[src/rtl/lic_sel_pkg.sv]
// Shared types for the line-interface select sequencer.
// Assumes: nothing beyond IEEE 1800-2017.
package lic_sel_pkg;
    // Per-pin operating mode, encoded as the cfg_auto bit.
    typedef enum logic {
        PIN_STATIC = 1'b0,
        PIN_STROBE = 1'b1
    } pin_mode_e;
endpackage

[src/rtl/lic_frame_timer.sv]
// Frame timer: counts cycles inside a slot and slots inside a frame.
// Assumes: FRAME_CYCLES is NUM_CH times a slot length of at least 2,
// and NUM_CH and the slot length are powers of two.
module lic_frame_timer #(
    parameter int NUM_CH       = 4,
    parameter int FRAME_CYCLES = 64
) (
    input  logic                        clk,
    input  logic                        rst_n,
    output logic [$clog2(NUM_CH)-1:0]   slot_idx,
    output logic                        slot_last
);
    localparam int SLOT_CYC = FRAME_CYCLES / NUM_CH;
    localparam int SLOT_W   = $clog2(NUM_CH);
    localparam int OFF_W    = $clog2(SLOT_CYC);

    logic [OFF_W-1:0]  off_q;
    logic [SLOT_W-1:0] slot_q;

    assign slot_last = (off_q == OFF_W'(SLOT_CYC - 1));
    assign slot_idx  = slot_q;

    // Advance the offset; roll into the next slot and wrap the frame.
    always_ff @(posedge clk) begin
        if (!rst_n) begin
            off_q  <= '0;
            slot_q <= '0;
        end else if (slot_last) begin
            off_q  <= '0;
            slot_q <= (slot_q == SLOT_W'(NUM_CH - 1)) ? '0 : slot_q + 1'b1;
        end else begin
            off_q  <= off_q + 1'b1;
        end
    end
endmodule

[src/rtl/lic_pin_driver.sv]
// One select pin: a timed strobe in its own slot, or a static level.
// Also flags the edge at which a strobe ends so the bus port can capture.
// Assumes: slot_idx/slot_last come from the shared frame timer.
module lic_pin_driver
    import lic_sel_pkg::*;
#(
    parameter int SLOT_W = 2,
    parameter int CH_IDX = 0
) (
    input  logic              clk,
    input  logic              rst_n,
    input  logic              mode_bit,
    input  logic              static_lvl,
    input  logic [SLOT_W-1:0] slot_idx,
    input  logic              slot_last,
    output logic              sel_n,
    output logic              strobe_next,
    output logic              capture_en
);
    pin_mode_e mode;
    logic      sel_d;
    logic      sel_q;

    assign mode = pin_mode_e'(mode_bit);

    // Next pin level: active-low inside own slot except its last cycle.
    always_comb begin
        strobe_next = (mode == PIN_STROBE) && (slot_idx == SLOT_W'(CH_IDX)) && !slot_last;
        sel_d       = (mode == PIN_STROBE) ? !strobe_next : static_lvl;
    end

    // A strobe-mode pin rising at this edge closes a transfer.
    assign capture_en = (mode == PIN_STROBE) && !sel_q && sel_d;

    // Register the pin; released high in reset.
    always_ff @(posedge clk) begin
        if (!rst_n) sel_q <= 1'b1;
        else        sel_q <= sel_d;
    end

    assign sel_n = sel_q;
endmodule

[src/rtl/lic_bus_port.sv]
// Parallel bus port: drives the active channel's word and captures the
// incoming word per channel at the end of its strobe.
// Assumes: at most one strobe_next bit set per cycle.
module lic_bus_port #(
    parameter int NUM_CH = 4,
    parameter int IO_W   = 12
) (
    input  logic                        clk,
    input  logic                        rst_n,
    input  logic [NUM_CH-1:0]           strobe_next,
    input  logic [NUM_CH-1:0]           capture_en,
    input  logic [$clog2(NUM_CH)-1:0]   slot_idx,
    input  logic [NUM_CH*IO_W-1:0]      tx_words,
    input  logic [IO_W-1:0]             io_in,
    output logic [IO_W-1:0]             io_out,
    output logic                        io_oe,
    output logic [NUM_CH*IO_W-1:0]      rx_words
);
    logic [IO_W-1:0] tx_arr [NUM_CH];
    logic [IO_W-1:0] out_q;
    logic            oe_q;

    // Unpack outgoing words for slot-indexed selection.
    always_comb begin
        for (int c = 0; c < NUM_CH; c++) tx_arr[c] = tx_words[c*IO_W +: IO_W];
    end

    // Drive enable follows the strobes; data is the current slot's word.
    always_ff @(posedge clk) begin
        if (!rst_n) begin
            oe_q  <= 1'b0;
            out_q <= '0;
        end else begin
            oe_q  <= |strobe_next;
            out_q <= tx_arr[slot_idx];
        end
    end

    assign io_oe  = oe_q;
    assign io_out = out_q;

    for (genvar c = 0; c < NUM_CH; c++) begin : g_rx
        logic [IO_W-1:0] rx_q;
        // Capture the bus when this channel's strobe rises.
        always_ff @(posedge clk) begin
            if (!rst_n)             rx_q <= '0;
            else if (capture_en[c]) rx_q <= io_in;
        end
        assign rx_words[c*IO_W +: IO_W] = rx_q;
    end
endmodule

[src/rtl/lic_select_sequencer.sv]
// Top: four-channel select sequencer with shared parallel data bus.
// Assumes: synchronous active-low reset; configuration inputs are
// synchronous to clk.
module lic_select_sequencer #(
    parameter int NUM_CH       = 4,
    parameter int IO_W         = 12,
    parameter int FRAME_CYCLES = 64
) (
    input  logic                   clk,
    input  logic                   rst_n,
    input  logic [NUM_CH-1:0]      cfg_auto,
    input  logic [NUM_CH-1:0]      cfg_static,
    input  logic [NUM_CH*IO_W-1:0] tx_words,
    input  logic [IO_W-1:0]        io_in,
    output logic [NUM_CH-1:0]      sel_n,
    output logic [IO_W-1:0]        io_out,
    output logic                   io_oe,
    output logic [NUM_CH*IO_W-1:0] rx_words
);
    localparam int SLOT_W = $clog2(NUM_CH);

    logic [SLOT_W-1:0] slot_idx;
    logic              slot_last;
    logic [NUM_CH-1:0] strobe_next;
    logic [NUM_CH-1:0] capture_en;

    lic_frame_timer #(.NUM_CH(NUM_CH), .FRAME_CYCLES(FRAME_CYCLES)) u_timer (
        .clk       (clk),
        .rst_n     (rst_n),
        .slot_idx  (slot_idx),
        .slot_last (slot_last)
    );

    for (genvar c = 0; c < NUM_CH; c++) begin : g_pin
        lic_pin_driver #(.SLOT_W(SLOT_W), .CH_IDX(c)) u_pin (
            .clk         (clk),
            .rst_n       (rst_n),
            .mode_bit    (cfg_auto[c]),
            .static_lvl  (cfg_static[c]),
            .slot_idx    (slot_idx),
            .slot_last   (slot_last),
            .sel_n       (sel_n[c]),
            .strobe_next (strobe_next[c]),
            .capture_en  (capture_en[c])
        );
    end

    lic_bus_port #(.NUM_CH(NUM_CH), .IO_W(IO_W)) u_bus (
        .clk         (clk),
        .rst_n       (rst_n),
        .strobe_next (strobe_next),
        .capture_en  (capture_en),
        .slot_idx    (slot_idx),
        .tx_words    (tx_words),
        .io_in       (io_in),
        .io_out      (io_out),
        .io_oe       (io_oe),
        .rx_words    (rx_words)
    );
endmodule

[config.mk]
export PLATFORM = sky130hd
export DESIGN_NAME = lic_select_sequencer
export DESIGN_NICKNAME = d
export VERILOG_FILES = /design/src/rtl/lic_sel_pkg.sv /design/src/rtl/lic_frame_timer.sv /design/src/rtl/lic_pin_driver.sv /design/src/rtl/lic_bus_port.sv /design/src/rtl/lic_select_sequencer.sv
export SDC_FILE = /design/constraint.sdc
export NUM_CORES = 1
export LEC_CHECK = 0
export BUFFER_PORTS_ARGS = -buffer_cell sky130_fd_sc_hd__buf_2
export CAP_MARGIN = 15
export CELL_PAD_IN_SITES_DETAIL_PLACEMENT = 2
export CELL_PAD_IN_SITES_GLOBAL_PLACEMENT = 2
export CORE_MARGIN = 2
export CORE_UTILIZATION = 27
export CTS_CLUSTER_SIZE = 40
export DETAILED_ROUTE_END_ITERATION = 8
export GPL_ROUTABILITY_DRIVEN = 0
export PLACE_DENSITY_LB_ADDON = 0.1
export SETUP_SLACK_MARGIN = 0.4
export SLEW_MARGIN = 30
export SYNTH_ARGS = -nofsm -noshare
export SYNTH_HDL_FRONTEND = slang
export SYNTH_SLANG_ARGS = --single-unit
[constraint.sdc]
create_clock -name clk -period 2.57 [get_ports clk]
set_clock_uncertainty 0.1 [all_clocks]
set_input_delay 0.1285 -clock clk [delete_from_list [all_inputs] [get_ports clk]]
set_output_delay 0.1285 -clock clk [all_outputs]
set_load 0.005 [all_outputs]
==> results.sh, run 1 <==
export IMPL_p_leak_nw=1.79
export IMPL_max_vdd_ir_drop_uv=260
export IMPL_finalSetupViolCount=0
export IMPL_num_antenna_cells=0
export IMPL_min_path_type="input pin to register"
export IMPL_root_buffer="clkbuf_8"
export IMPL_cap_violations=0
export IMPL_critPathLaunchType="register"
export IMPL_ctsResizeCount=0
export IMPL_clock_path_buffers=2
export IMPL_slew_viol_final=0
export IMPL_yosysWarningCount=0
export IMPL_clk_latency_ps=330
export IMPL_nets=481
export IMPL_cts_sinks=71
export IMPL_clk_pin_slew_ps=70
export IMPL_synth_ff_latch_count=71
export IMPL_cts_tree="yes"
export IMPL_fin_crit_ps=1810
export IMPL_drc=0
export IMPL_gr_total_overflow=0
export IMPL_htreeDepth=3
export IMPL_die_h_um=108
export IMPL_wl_um=8210
export IMPL_die_w_um=108
export IMPL_arrival_ps=1930
export IMPL_grt_pass1_wl_um=13400
export IMPL_numPortBuffers=134
export IMPL_worst_path_max_fanout=13
export IMPL_dr_pass1_iters=4
export IMPL_dieArea_um2=11600
export IMPL_hpwl_um=6090
export IMPL_yosysSeqAreaShare_pct=49.1
export IMPL_postCtsSetupBuffers=0
export IMPL_grt_pass1_vias=2661
export IMPL_fmax_ghz=0.551
export IMPL_status="finished, final reports clean"
export IMPL_grt_max_degree=45
export IMPL_synthDistinctLibCells=25
export IMPL_worst_ep_required_time_ps=2690
export IMPL_tns_ps=0
export IMPL_drive_gt1_share_pct=42.6
export IMPL_detailedPlace_worstSlack_ps=754
export IMPL_relSlewSlack_pct=68.8
export IMPL_vias_per_cell=4.47
export IMPL_ios=135
export IMPL_critPathKind="register to register"
export IMPL_netlist_area_um2=2900
export IMPL_rsz0062_at_grt="false"
export IMPL_coreArea_um2=10400
export IMPL_antenna_found_initial=0
export IMPL_power_density_nw_per_um2=615
export IMPL_finalHoldViolCount=0
export IMPL_tightest_slew_ps=468
export IMPL_cts_buffers=9
export IMPL_syn_avg_cell_area_um2=10.8
export IMPL_cp_end_kind="register"
export IMPL_syn_to_final_growth_pct=38.3
export IMPL_fin_ws_ps=756
export IMPL_grtUsageTotal_pct=15.0
export IMPL_start_util_pct=27.9
export IMPL_synth_cells=268
export IMPL_synth_net_count=343
export IMPL_wl_per_cell_um=15.0
export IMPL_drt_iter0_markers=27
export IMPL_rows=37
export IMPL_dr_total_vias=2447
export IMPL_period_share_pct=70.6
export IMPL_antenna_left=0
## repair_timing
item | in CTS | in global routing
hold buffers | 6 | 0
setup endpoints to repair | 0 | 0
endpoints found under the hold margin | 4 | 0
## layer usage
metal | wire (um) | track usage (%) | vias up
met5 | 0 | 0 | -
met1 | 3350 | 16.9 | 1183
met2 | 4160 | 26.1 | 69
met3 | 574 | 5.51 | 14
li1 | - | - | 1181
met4 | 126 | 4.95 | 0
## cells by family after synthesis
logic type               count (synthesis)  share of synthesized area, %
AND/OR/NAND/NOR                         93                          14.5
flip-flops                              71                          49.1
multiplexers                            61                          26.3
buffers and inverters                   24                          4.88
AO/OA/AOI/OAI                           13                          2.77
adder cells (fa/ha/maj)                  5                          2.16
XOR/XNOR                                 1                         0.303
## per-stage QoR
stage	total power, mW	hold WS, ps	utilization (%)	instances	instance area, um^2
after floorplan	1.25	189	-	268	2900
after global placement	1.35	290	35.6	525	3690
after detailed placement	1.36	296	35.6	525	3690
after CTS	2.50	13.7	38.6	547	4010
after global routing	2.57	32.8	38.6	547	4010
final	2.46	31.4	38.6	547	4010
## placed cells by master (no fill, tap or decap), drive strengths merged, types with 2 or more instances in the layout
cell type,instances
nand2,62
and3,5
buf,142
mux4,12
mux2i,49
a21boi,2
bufinv,3
o21ai,5
nor2,5
a21oi,5
clkbuf,11
and2,13
inv,3
clkinv,2
dlygate4sd3,6
nand2b,4
ha,5
dfxtp,71
## critical path: stages, from the launching register on
cell     delay, ps
dfxtp_1        380
ha_1           230
nand3_2        270
and3_1         310
o41a_1         400
## registers in the layout, indices dropped and copies added (netlist names)
register	count
u_timer.off_q	4
u_bus.g_rx.rx_q	48
g_pin.u_pin.sel_n	4
u_bus.io_out	12
u_timer.slot_idx	2
u_bus.io_oe	1
## cell type report
cell class / count / area [um^2]
Inverter: 3 / 11.3
Fill cell: 1158 / 6360
Timing Repair Buffer: 148 / 803
Sequential cell: 71 / 1420
Clock inverter: 5 / 104
Clock buffer: 11 / 151
Multi-Input combinational cell: 173 / 1340
Tap cell: 136 / 170
## synth_stat cells
cell type	n	area, um^2
a21boi_0	2	15.0
a21oi_1	4	20.0
a21oi_2	1	8.76
and2_1	13	81.3
and3_1	5	31.3
buf_1	1	3.75
buf_2	2	10.0
buf_4	7	52.6
buf_6	3	33.8
clkbuf_1	8	30.0
dfxtp_1	71	1420
ha_1	5	62.6
inv_1	3	11.3
mux2i_1	49	490
mux4_2	12	270
nand2_1	62	233
nand2b_1	4	25.0
nand3_2	1	10.0
nand4b_1	1	8.76
nor2_1	5	18.8
nor2b_1	1	6.26
o21ai_0	5	25.0
o41a_1	1	11.3
or3_1	1	6.26
xor2_1	1	8.76
## where the power goes
group / switching [mW] / internal (mW) / total, mW / leakage [nW]
registers: 0.0147 / 1.13 / 1.14 / 0.578
logic: 0.0856 / 0.104 / 0.189 / 1.08
clock network: 0.429 / 0.698 / 1.13 / 0.130
## final timing paths
| path | slack [ps] | cells past startpoint | start | end |
|---|---|---|---|---|
| setup / recovery | 760 | 4 | u_timer.off_q[0]$_SDFF_PP0_ | u_bus.io_oe$_SDFF_PN0_ |
| setup reg to reg | 760 | 4 | u_timer.off_q[0]$_SDFF_PP0_ | u_bus.io_oe$_SDFF_PN0_ |
| hold / removal | 30 | 3 | cfg_auto[0] | g_pin[0].u_pin.sel_n$_SDFF_PN1_ |
| hold reg to reg | 360 | 2 | u_bus.g_rx[1].rx_q[0]$_SDFFE_PN0P_ | u_bus.g_rx[1].rx_q[0]$_SDFFE_PN0P_ |
Note: power is estimated with default switching activity, not from simulation.
==> run 2, diff against run 1 <==
ABC_AREA = 1   (was unset)
CORE_UTILIZATION = 23   (was 27)
clock period = 1.6 ns   (was 2.57 ns; I/O delays follow)
==> run 2 against run 1 <==
Global-route usage grew 3.6 points; power grew 86%; fmax grew 24%; sequential share of layout area shrank 10 points; final area grew 41%; largest cell class is now multi-input gates.
==> results.sh, run 2 <==
export IMPL_status="finished, final reports clean"
export IMPL_num_antenna_cells=0
export IMPL_antenna_found_initial=0
export IMPL_relSlewSlack_pct=61.2
export IMPL_vias_per_cell=4.55
export IMPL_syn_to_final_growth_pct=72.1
export IMPL_clk_pin_slew_ps=60
export IMPL_htreeDepth=3
export IMPL_netlist_area_um2=3280
export IMPL_dr_pass1_iters=4
export IMPL_synthArstFlopShare_pct=0
export IMPL_fin_hold_ws_ps=18.8
export IMPL_antenna_left=0
export IMPL_yosys_area_top_type_share_pct=43.4
export IMPL_wl_um=14200
export IMPL_clk_latency_ps=340
export IMPL_critPathLaunchType="register"
export IMPL_dieArea_um2=15200
export IMPL_rsz0062_at_grt="true"
export IMPL_nets=724
export IMPL_critPathKind="register to register"
export IMPL_yosysSeqAreaShare_pct=43.4
export IMPL_fin_crit_ps=1460
export IMPL_top_register="u_bus.g_rx.rx_q"
export IMPL_drive_gt1_share_pct=45.0
export IMPL_grt_pass1_vias=4036
export IMPL_start_util_pct=23.6
export IMPL_synth_ff_latch_count=71
export IMPL_synth_cells=460
export IMPL_cap_violations=0
export IMPL_yosysWarningCount=0
export IMPL_slew_viol_final=0
export IMPL_rows=43
export IMPL_worstReg2RegStart="u_timer.slot_idx[1]$_SDFFE_PN0P_"
export IMPL_tns_ps=0
export IMPL_drt_iter0_markers=141
export IMPL_yosysMostFrequentCell="nand2_1"
export IMPL_grt_pass1_wl_um=21200
export IMPL_place_area_um2=4090
export IMPL_worst_r2r_path_depth=10
export IMPL_period_share_pct=91.3
export IMPL_synth_common_cells="nand2_1 (107), nor2_1 (79), dfxtp_1 (71)"
export IMPL_finalHoldViolCount=0
export IMPL_min_path_type="input pin to register"
export IMPL_max_vdd_ir_drop_uv=483
export IMPL_layout_commonest_cell="buf_2"
export IMPL_root_buffer="clkbuf_16"
export IMPL_finalSetupViolCount=0
export IMPL_power_density_nw_per_um2=812
export IMPL_min_from="tx_words[17]"
export IMPL_fin_cells=834
export IMPL_coreArea_um2=13900
export IMPL_cts_buffers=9
export IMPL_die_h_um=123
export IMPL_placed_cells=753
export IMPL_mostFrequentLayoutCells="buf_2 (134), nand2_1 (96), nor2_1 (74)"
export IMPL_synthDistinctLibCells=21
export IMPL_holdPathStages=5
export IMPL_gr_total_overflow=0
export IMPL_ios=135
export IMPL_ff2ff_setup_slack_ps=140
export IMPL_n_fill_cell=1588
export IMPL_dr_total_vias=3792
export IMPL_synth_edf_count=0
export IMPL_tightest_slew_ps=581
export IMPL_clock_path_buffers=2
export IMPL_cts_sinks=71
export IMPL_syn_avg_cell_area_um2=7.12
export IMPL_hpwl_um=8550
export IMPL_ys_flop_type="dfxtp_1"
export IMPL_netlist_top_cells_area="dfxtp_1 (43%), nand2_1 (12%), a21oi_1 (9.5%), nor2_1 (9.0%), nand3_1 (7.5%)"
export IMPL_wl_per_cell_um=17.0
export IMPL_cp_end_kind="register"
export IMPL_regToRegEndpoint="u_bus.g_rx[1].rx_q[8]$_SDFFE_PN0P_"
export IMPL_hold_end="u_bus.io_out[5]$_SDFF_PN0_"
export IMPL_power_mw=4.58
export IMPL_worst_path_max_fanout=6
export IMPL_die_w_um=123
export IMPL_cts_tree="yes"
export IMPL_final_area_um2=5640
export IMPL_p_leak_nw=2.63
export IMPL_worst_ep_required_time_ps=1730
export IMPL_fmax_ghz=0.685
export IMPL_grt_max_degree=30
export IMPL_largest_reg_flops=48
export IMPL_grtUsageTotal_pct=18.6
export IMPL_arrival_ps=1590
export IMPL_numPortBuffers=134
export IMPL_yosys_area_top_type="dfxtp_1"
export IMPL_synth_net_count=535
export IMPL_drc=0
[run 2: report_power, final]
part | internal, mW | switching, mW
logic | 0.310 | 0.313
registers | 1.84 | 0.0462
clock network | 1.25 | 0.821
[run 2: how the worst max path moves through the flow]
| stage | from | to | slack, ps | depth (start not counted) |
|---|---|---|---|---|
| global route | u_timer.slot_idx[0]$_SDFFE_PN0P_ | u_bus.g_rx[1].rx_q[8]$_SDFFE_PN0P_ | 80 | 9 |
| CTS | u_timer.slot_idx[1]$_SDFFE_PN0P_ | u_bus.io_oe$_SDFF_PN0_ | 190 | 10 |
| floorplan | u_timer.slot_idx[0]$_SDFFE_PN0P_ | u_bus.g_rx[0].rx_q[10]$_SDFFE_PN0P_ | 130 | 11 |
| finish | u_timer.slot_idx[1]$_SDFFE_PN0P_ | u_bus.g_rx[1].rx_q[8]$_SDFFE_PN0P_ | 140 | 10 |
| detailed placement | u_timer.slot_idx[1]$_SDFFE_PN0P_ | u_bus.io_oe$_SDFF_PN0_ | 170 | 9 |
| global placement | u_timer.slot_idx[1]$_SDFFE_PN0P_ | u_bus.io_oe$_SDFF_PN0_ | 220 | 9 |
[run 2: cells by family after synthesis]
kind of cell | synth area share [%]
DFF | 43.4
buffers and inverters | 11.1
adders and majority gates | 1.91
and+or+nand+nor | 30.9
AOI/OAI and AO/OA | 12.2
xor gates and xnor gates | 0.535
[run 2: routing by layer]
| metal | part of all wire, % | track usage, % | wire, um | vias up |
|---|---|---|---|---|
| met5 | 0 | 0 | 0 | - |
| met4 | 1.4 | 4.76 | 198 | 0 |
| met3 | 6.5 | 7.29 | 921 | 11 |
| met2 | 52 | 33.0 | 7320 | 93 |
| met1 | 40 | 20.8 | 5710 | 1832 |
| li1 | - | - | - | 1856 |
[run 2: worst max-delay path: stages (launching register included)]
cell      delay (ps)
dfxtp_4          370
clkinv_4          70
ha_4             160
nand2_2           60
inv_2             40
nand2_4          100
buf_12           110
buf_16           100
nand3_1           70
nand2_1          100
nor2_1            50
[run 2: final cells by class]
type | count | area, um^2 | share of cell area [%]
Timing Repair Buffer | 209 | 1570 | 27.9
Clock buffer | 11 | 243 | 4.30
Clock inverter | 5 | 57.6 | 1.02
Inverter | 24 | 110 | 1.95
Tap cell | 180 | 225 | 3.99
Sequential cell | 71 | 1430 | 25.4
Multi-Input combinational cell | 334 | 2000 | 35.5
[run 2: repair_timing]
item	in CTS	in global routing
endpoints found under the hold margin	16	1
hold buffers	40	1
gates cloned	6	6
resized for setup	32	86
setup endpoints to repair	65	69
pin swaps	8	11
buffers inserted	9	3
[run 2: stage by stage]
stage | util [%] | worst slack (ps)
after floorplan | - | 130
after global placement | 29.5 | 218
after detailed placement | 29.5 | 169
after CTS | 36.9 | 190
after global routing | 40.6 | 80.1
final | 40.6 | 139
